**config.mk**
```make
export PLATFORM = sky130hd
export DESIGN_NAME = qfcmp_top
export DESIGN_NICKNAME = d
export VERILOG_FILES = /design/src/rtl/qfcmp_pkg.sv /design/src/rtl/qfcmp_classify.sv /design/src/rtl/qfcmp_order.sv /design/src/rtl/qfcmp_top.sv
export SDC_FILE = /design/constraint.sdc
export NUM_CORES = 1
export LEC_CHECK = 0
export BUFFER_PORTS_ARGS = -buffer_cell sky130_fd_sc_hd__buf_2
export CAP_MARGIN = 5
export CORE_MARGIN = 10
export CORE_UTILIZATION = 45
export CTS_CLUSTER_SIZE = 40
export DETAILED_ROUTE_END_ITERATION = 8
export PLACE_DENSITY = 0.91
export SLEW_MARGIN = 15
export SYNTH_ARGS = -nofsm -noshare
export SYNTH_HDL_FRONTEND = slang
export SYNTH_HIERARCHICAL = 1
export SYNTH_SLANG_ARGS = --single-unit
```
**constraint.sdc**
```tcl
create_clock -name clk -period 0.8 [get_ports clk]
set_input_delay 0.16 -clock clk [delete_from_list [all_inputs] [get_ports clk]]
set_output_delay 0.16 -clock clk [all_outputs]
set_load 0.02 [all_outputs]
```
**src/rtl/qfcmp_pkg.sv**
```systemverilog
package qfcmp_pkg;
  typedef enum logic [1:0] {
    COND_EQ  = 2'b00,
    COND_GT  = 2'b01,
    COND_GE  = 2'b10,
    COND_RSV = 2'b11
  } cond_e;

  typedef struct packed {
    logic is_nan;
    logic is_zero;
    logic sign;
  } opclass_t;

  localparam int FLAG_W = 5;
endpackage

```
**src/rtl/qfcmp_classify.sv**
```systemverilog
module qfcmp_classify #(
  parameter int EXP_W = 8,
  parameter int FRC_W = 23,
  localparam int W = 1 + EXP_W + FRC_W
) (
  input  logic [W-1:0]          val,
  output qfcmp_pkg::opclass_t   cls
);
  logic [EXP_W-1:0] expo;
  logic [FRC_W-1:0] frac;

  always_comb begin
    expo = val[W-2 -: EXP_W];
    frac = val[FRC_W-1:0];
    cls.sign    = val[W-1];
    cls.is_nan  = (&expo) && (|frac);
    cls.is_zero = ~|val[W-2:0];
  end
endmodule

```
**src/rtl/qfcmp_order.sv**
```systemverilog
module qfcmp_order #(
  parameter int EXP_W = 8,
  parameter int FRC_W = 23,
  localparam int W = 1 + EXP_W + FRC_W
) (
  input  logic [W-1:0] a,
  input  logic [W-1:0] b,
  output logic         any_nan,
  output logic         eq,
  output logic         gt
);
  qfcmp_pkg::opclass_t ca, cb;
  logic mag_gt, mag_eq;

  qfcmp_classify #(.EXP_W(EXP_W), .FRC_W(FRC_W)) u_cla (.val(a), .cls(ca));
  qfcmp_classify #(.EXP_W(EXP_W), .FRC_W(FRC_W)) u_clb (.val(b), .cls(cb));

  always_comb begin
    mag_gt  = a[W-2:0] > b[W-2:0];
    mag_eq  = a[W-2:0] == b[W-2:0];
    any_nan = ca.is_nan | cb.is_nan;
    eq = 1'b0;
    gt = 1'b0;
    if (ca.is_zero && cb.is_zero) begin
      eq = 1'b1;
    end else if (ca.sign != cb.sign) begin
      gt = ~ca.sign;
    end else if (mag_eq) begin
      eq = 1'b1;
    end else begin
      gt = ca.sign ? ~mag_gt : mag_gt;
    end
  end
endmodule

```
**src/rtl/qfcmp_top.sv**
```systemverilog
module qfcmp_top #(
  parameter int SP_EXP = 8,
  parameter int SP_FRC = 23,
  parameter int DP_EXP = 11,
  parameter int DP_FRC = 52,
  localparam int SP_W = 1 + SP_EXP + SP_FRC,
  localparam int DP_W = 1 + DP_EXP + DP_FRC
) (
  input  logic            clk,
  input  logic            rst_n,
  input  logic            req_vld,
  input  logic [1:0]      cond,
  input  logic            is_dbl,
  input  logic [DP_W-1:0] opa,
  input  logic [DP_W-1:0] opb,
  output logic            res_vld,
  output logic            pred,
  output logic [qfcmp_pkg::FLAG_W-1:0] flags
);
  import qfcmp_pkg::*;

  logic s_nan, s_eq, s_gt, d_nan, d_eq, d_gt;
  logic sel_nan, sel_eq, sel_gt;
  logic pred_nxt, pred_q, vld_q;

  qfcmp_order #(.EXP_W(SP_EXP), .FRC_W(SP_FRC)) u_sp (
    .a(opa[SP_W-1:0]), .b(opb[SP_W-1:0]),
    .any_nan(s_nan), .eq(s_eq), .gt(s_gt));

  qfcmp_order #(.EXP_W(DP_EXP), .FRC_W(DP_FRC)) u_dp (
    .a(opa), .b(opb),
    .any_nan(d_nan), .eq(d_eq), .gt(d_gt));

  always_comb begin
    sel_nan = is_dbl ? d_nan : s_nan;
    sel_eq  = is_dbl ? d_eq  : s_eq;
    sel_gt  = is_dbl ? d_gt  : s_gt;
    pred_nxt = 1'b0;
    if (!sel_nan) begin
      unique case (cond_e'(cond))
        COND_EQ:  pred_nxt = sel_eq;
        COND_GT:  pred_nxt = sel_gt;
        COND_GE:  pred_nxt = sel_gt | sel_eq;
        default:  pred_nxt = 1'b0;
      endcase
    end
  end

  always_ff @(posedge clk or negedge rst_n) begin
    if (!rst_n) begin
      vld_q  <= 1'b0;
      pred_q <= 1'b0;
    end else begin
      vld_q <= req_vld;
      if (req_vld) pred_q <= pred_nxt;
    end
  end

  assign res_vld = vld_q;
  assign pred    = pred_q;
  assign flags   = '0;
endmodule

```
==> metrics.md <==
| Metric | Value |
|---|---|
| Kind of critical path | input pin to flop |
| CP delay by family, top | simple AND/OR/NAND/NOR gates |
| Number of storage elements in the synthesis netlist | 2 |
| Die Area | ~0.011 mm² |
| Drt pass-1 iters | 5 |
| Most crowded layer after global routing | met2 |
| Met2 usage | 0.4261 |
| Shortest period the worst path allows | 2.217 ns |
| I/O Pins | ~140 |
| Slowest stage cell, crit path | sky130_fd_sc_hd__nor4_4 |
| Fmax | 451.1 MHz |
| Number of buffers added by the clock tree synthesis step | 3 |
| Area share of the leading cell type in the synthesized netlist | 0.3642 |
| DPL Wire Length | 12320 µm |
| Die extent in y | 104.7 µm |
| Seq/Total Area, Yosys | 0.01550 |
| Routed wire per std cell | about 17 µm |
| Synth-to-Final Area Change | 54.82% |
| Final-layout fill cell count | 531 |
| Top cell by count, worst path | sky130_fd_sc_hd__mux2i_1 |
| RSZ-0062 raised after global routing | yes |
| Vias in the first global route | approximately 5000 |
| Root buffer selected by CTS | sky130_fd_sc_hd__clkbuf_8 |
| Reported leakage power | ~2.8 nW |
| Synth Flop Type | sky130_fd_sc_hd__dfrtp_1 |
| Worst path setup slack after routing | -1.417 ns |
| Fin crit share | 2.771 |
| Util after Layout | 0.7279 |
| Number of antenna diodes | 0 |
| Most frequent cell after synthesis | sky130_fd_sc_hd__inv_1 |
| Cell row count | 30 |
| Die width | approximately 100 µm |
| Post-route DRC | 0 |
| Area of the core region | 0.006869 mm² |
| Total negative slack | -1.560 ns |
| Final weighted congestion in routability-driven placement | approximately 0.94 |
| Number of buffers between clock root and the deepest sink | 2 |
| Total buffers and inverters traversed by the critical path | 2 |
| Synth Cell Area | 0.003229 mm² |
| Final hold slack | about 0.094 ns |
| Final setup skew | 0 ns |
| Clock Pin Slew Worst Setup and Hold Paths | approximately 0.030 ns |
| Pin count of the biggest net entering global routing | 6 |
| CTS tree | done |
| Class of the tightest hold or removal check | input pin to flop |
| Overall Global Routing Usage | 0.2333 |
| Global Route met1 Usage | 0.2520 |
| Number of endpoints failing setup at the final stage | 3 |
| Violations in the final reports | setup timing |
| Ordered list of cells on the worst path | buf_2, inv_1, ha_1, nand4_1, nor4_4, nand3_1, a21oi_1, nor4b_2, mux2i_1, mux2i_1, o22ai_1, a31o_1 |
| Top cells by area in the synthesized netlist | sky130_fd_sc_hd__ha_1, sky130_fd_sc_hd__inv_1, sky130_fd_sc_hd__nor4_1 |
| Share of layout cells above drive strength 1 | 0.3986 |
| Final cell area excluding filler cells | ~0.005 mm² |
| Total detailed-routing wirelength | between 10000 and 15000 µm |
| Post-synth top area cell | sky130_fd_sc_hd__ha_1 |
| Nets | roughly 940 |
| Ys Warns | 6 |
| Post-Syn Instances | ~460 |
| Data arrival time of the critical path | 2.31 ns |
| Overall via count from detail_route | roughly 4600 |
| Clock latency at the later pin of the worst-skew pair | about 0.20 ns |
| Number of enable-type register cells in the synthesized netlist | 0 |
| DR iter-0 viols | 241 |
| Vias/cell | 5.704 |
| Largest fanout of any net on the critical path | 5 |
| GRT met3 Usage | 0.04484 |
| H-tree levels | 1 |
| Starting density of the core | 0.4701 |
| Slowest stage delay, CP | between 0.3 and 0.4 ns |
| Aggregate global routing overflow | 0 |
| Count of unique library cells instantiated by Yosys | 43 |
| Element type at the critical path start | input pin |
| Remaining number of nets flagged by the antenna check after routing | 0 |
| Fin. max-slew vios | 0 |
| Pwr Density | roughly 600 mW/mm² |
| Wire length of the first global-routing pass | between 20000 and 25000 µm |
| Category of the worst setup path capture point | flop |
| Max capacitance violation total | 0 |
| Post-synthesis async set-or-reset flop share | 1.000 |
| Cell types with the highest counts after synthesis | sky130_fd_sc_hd__inv_1, sky130_fd_sc_hd__ha_1, sky130_fd_sc_hd__nor4_1 |
| Worst EP required | between 0.8 and 0.9 ns |
| Worst-case vdd ir drop | around 0.52 mV |
| Result of the run | complete, but fails checks |
| Sinks on the clock net | 2 |
| Cell area reported after detailed placement | between 0.004 and 0.005 mm² |
| Hold Fails Final Rpt | 0 |
| Mapped Avg Cell Area | between 7 and 8 µm² |
| Number of buffers inserted by port buffering | between 100 and 150 |
| Number of antenna violations at the first check in global routing | 0 |
-- flip-flops by register name, indices dropped and copies added, names as in the netlist --
register	count
pred	1
res_vld	1
-- final timing paths --
kind	from	endpoint	slack (ns)	cells past startpoint
max in group asynchronous	rst_n	pred	0.43	2
min in group asynchronous	rst_n	res_vld	0.27	2
min	req_vld	res_vld	0.09	1
min reg2reg	pred	pred	0.62	2
max	opb[62]	pred	-1.42	12
max reg2reg	pred	pred	0	2
-- kinds of logic (layout without fill, tap and decap cells) --
group           count (synthesis)  after routing  synth area share
compound gates                 84             84            0.1612
mux                             4              4           0.01240
other cells                     1              5          0.001161
fa+ha+maj                      94             94            0.3642
flops                           2              2           0.01550
simple gates                  168            168            0.3103
xor+xnor                        1              1          0.002713
buf+inv                       105            347            0.1325
-- power by group --
part / switching [mW] / leakage, nW / internal (mW)
logic: 1.23 / 2.72 / 1.18
clock network: 0.0701 / 0.0216 / 0.317
registers: 0.00577 / 0.0246 / 0.112
total: 1.30 / 2.77 / 1.61
-- layer usage --
metal,wire length (µm),up-vias
met5,0,-
met4,623,0
met3,1064,55
met2,6747,240
met1,5317,2081
li1,-,2193
-- cells in the final DEF (no fill, tap or decap), types with 4 or more instances in the layout --
master / synthesis / routed
sky130_fd_sc_hd__nor3_1: 11 / 8
sky130_fd_sc_hd__ha_4: 0 / 4
sky130_fd_sc_hd__buf_4: 9 / 112
sky130_fd_sc_hd__inv_1: 96 / 96
sky130_fd_sc_hd__nor4_2: 6 / 9
sky130_fd_sc_hd__ha_1: 94 / 90
sky130_fd_sc_hd__o21a_1: 4 / 4
sky130_fd_sc_hd__mux2i_1: 4 / 4
sky130_fd_sc_hd__buf_2: 0 / 133
sky130_fd_sc_hd__and4_1: 5 / 5
sky130_fd_sc_hd__nor4_1: 43 / 39
sky130_fd_sc_hd__nand3_1: 14 / 14
sky130_fd_sc_hd__o21ai_0: 15 / 15
sky130_fd_sc_hd__conb_1: 1 / 5
sky130_fd_sc_hd__nand2_1: 31 / 31
sky130_fd_sc_hd__nand4_1: 32 / 32
sky130_fd_sc_hd__nor3_2: 2 / 5
sky130_fd_sc_hd__nor2_1: 12 / 12
sky130_fd_sc_hd__nor2b_1: 4 / 4
sky130_fd_sc_hd__a21oi_1: 39 / 37
-- through the flow --
step           setup slack, ns  total power [mW]  std cells
2_1_floorplan           -1.296             1.125        463
3_3_place_gp            -1.599             2.253        796
3_5_place_dp            -1.712             2.386        796
4_1_cts                 -1.368             2.841        800
5_1_grt                 -1.526             3.182        801
6_report                -1.417             2.913        801
-- timing repair --
| item | CTS | global route |
|---|---|---|
| resized for setup | 13 | 6 |
| hold buffers | 1 | 0 |
| hold endpoints to repair | 2 | 0 |
| setup endpoints to repair | 3 | 3 |
| buffers inserted | 0 | 1 |
| pin swaps | 6 | 4 |
-- area by class of cell --
class / instances / area (µm²) / area share
well taps: 96 / 120.1 / 0.02402
flip-flops and latches: 2 / 50.05 / 0.01001
inverters: 96 / 360.3 / 0.07207
repair buffers: 248 / 1539 / 0.3078
multi-input cells: 356 / 2889 / 0.5778
clock buffers: 3 / 41.29 / 0.008258
Note: power is estimated with default switching activity, not from simulation.
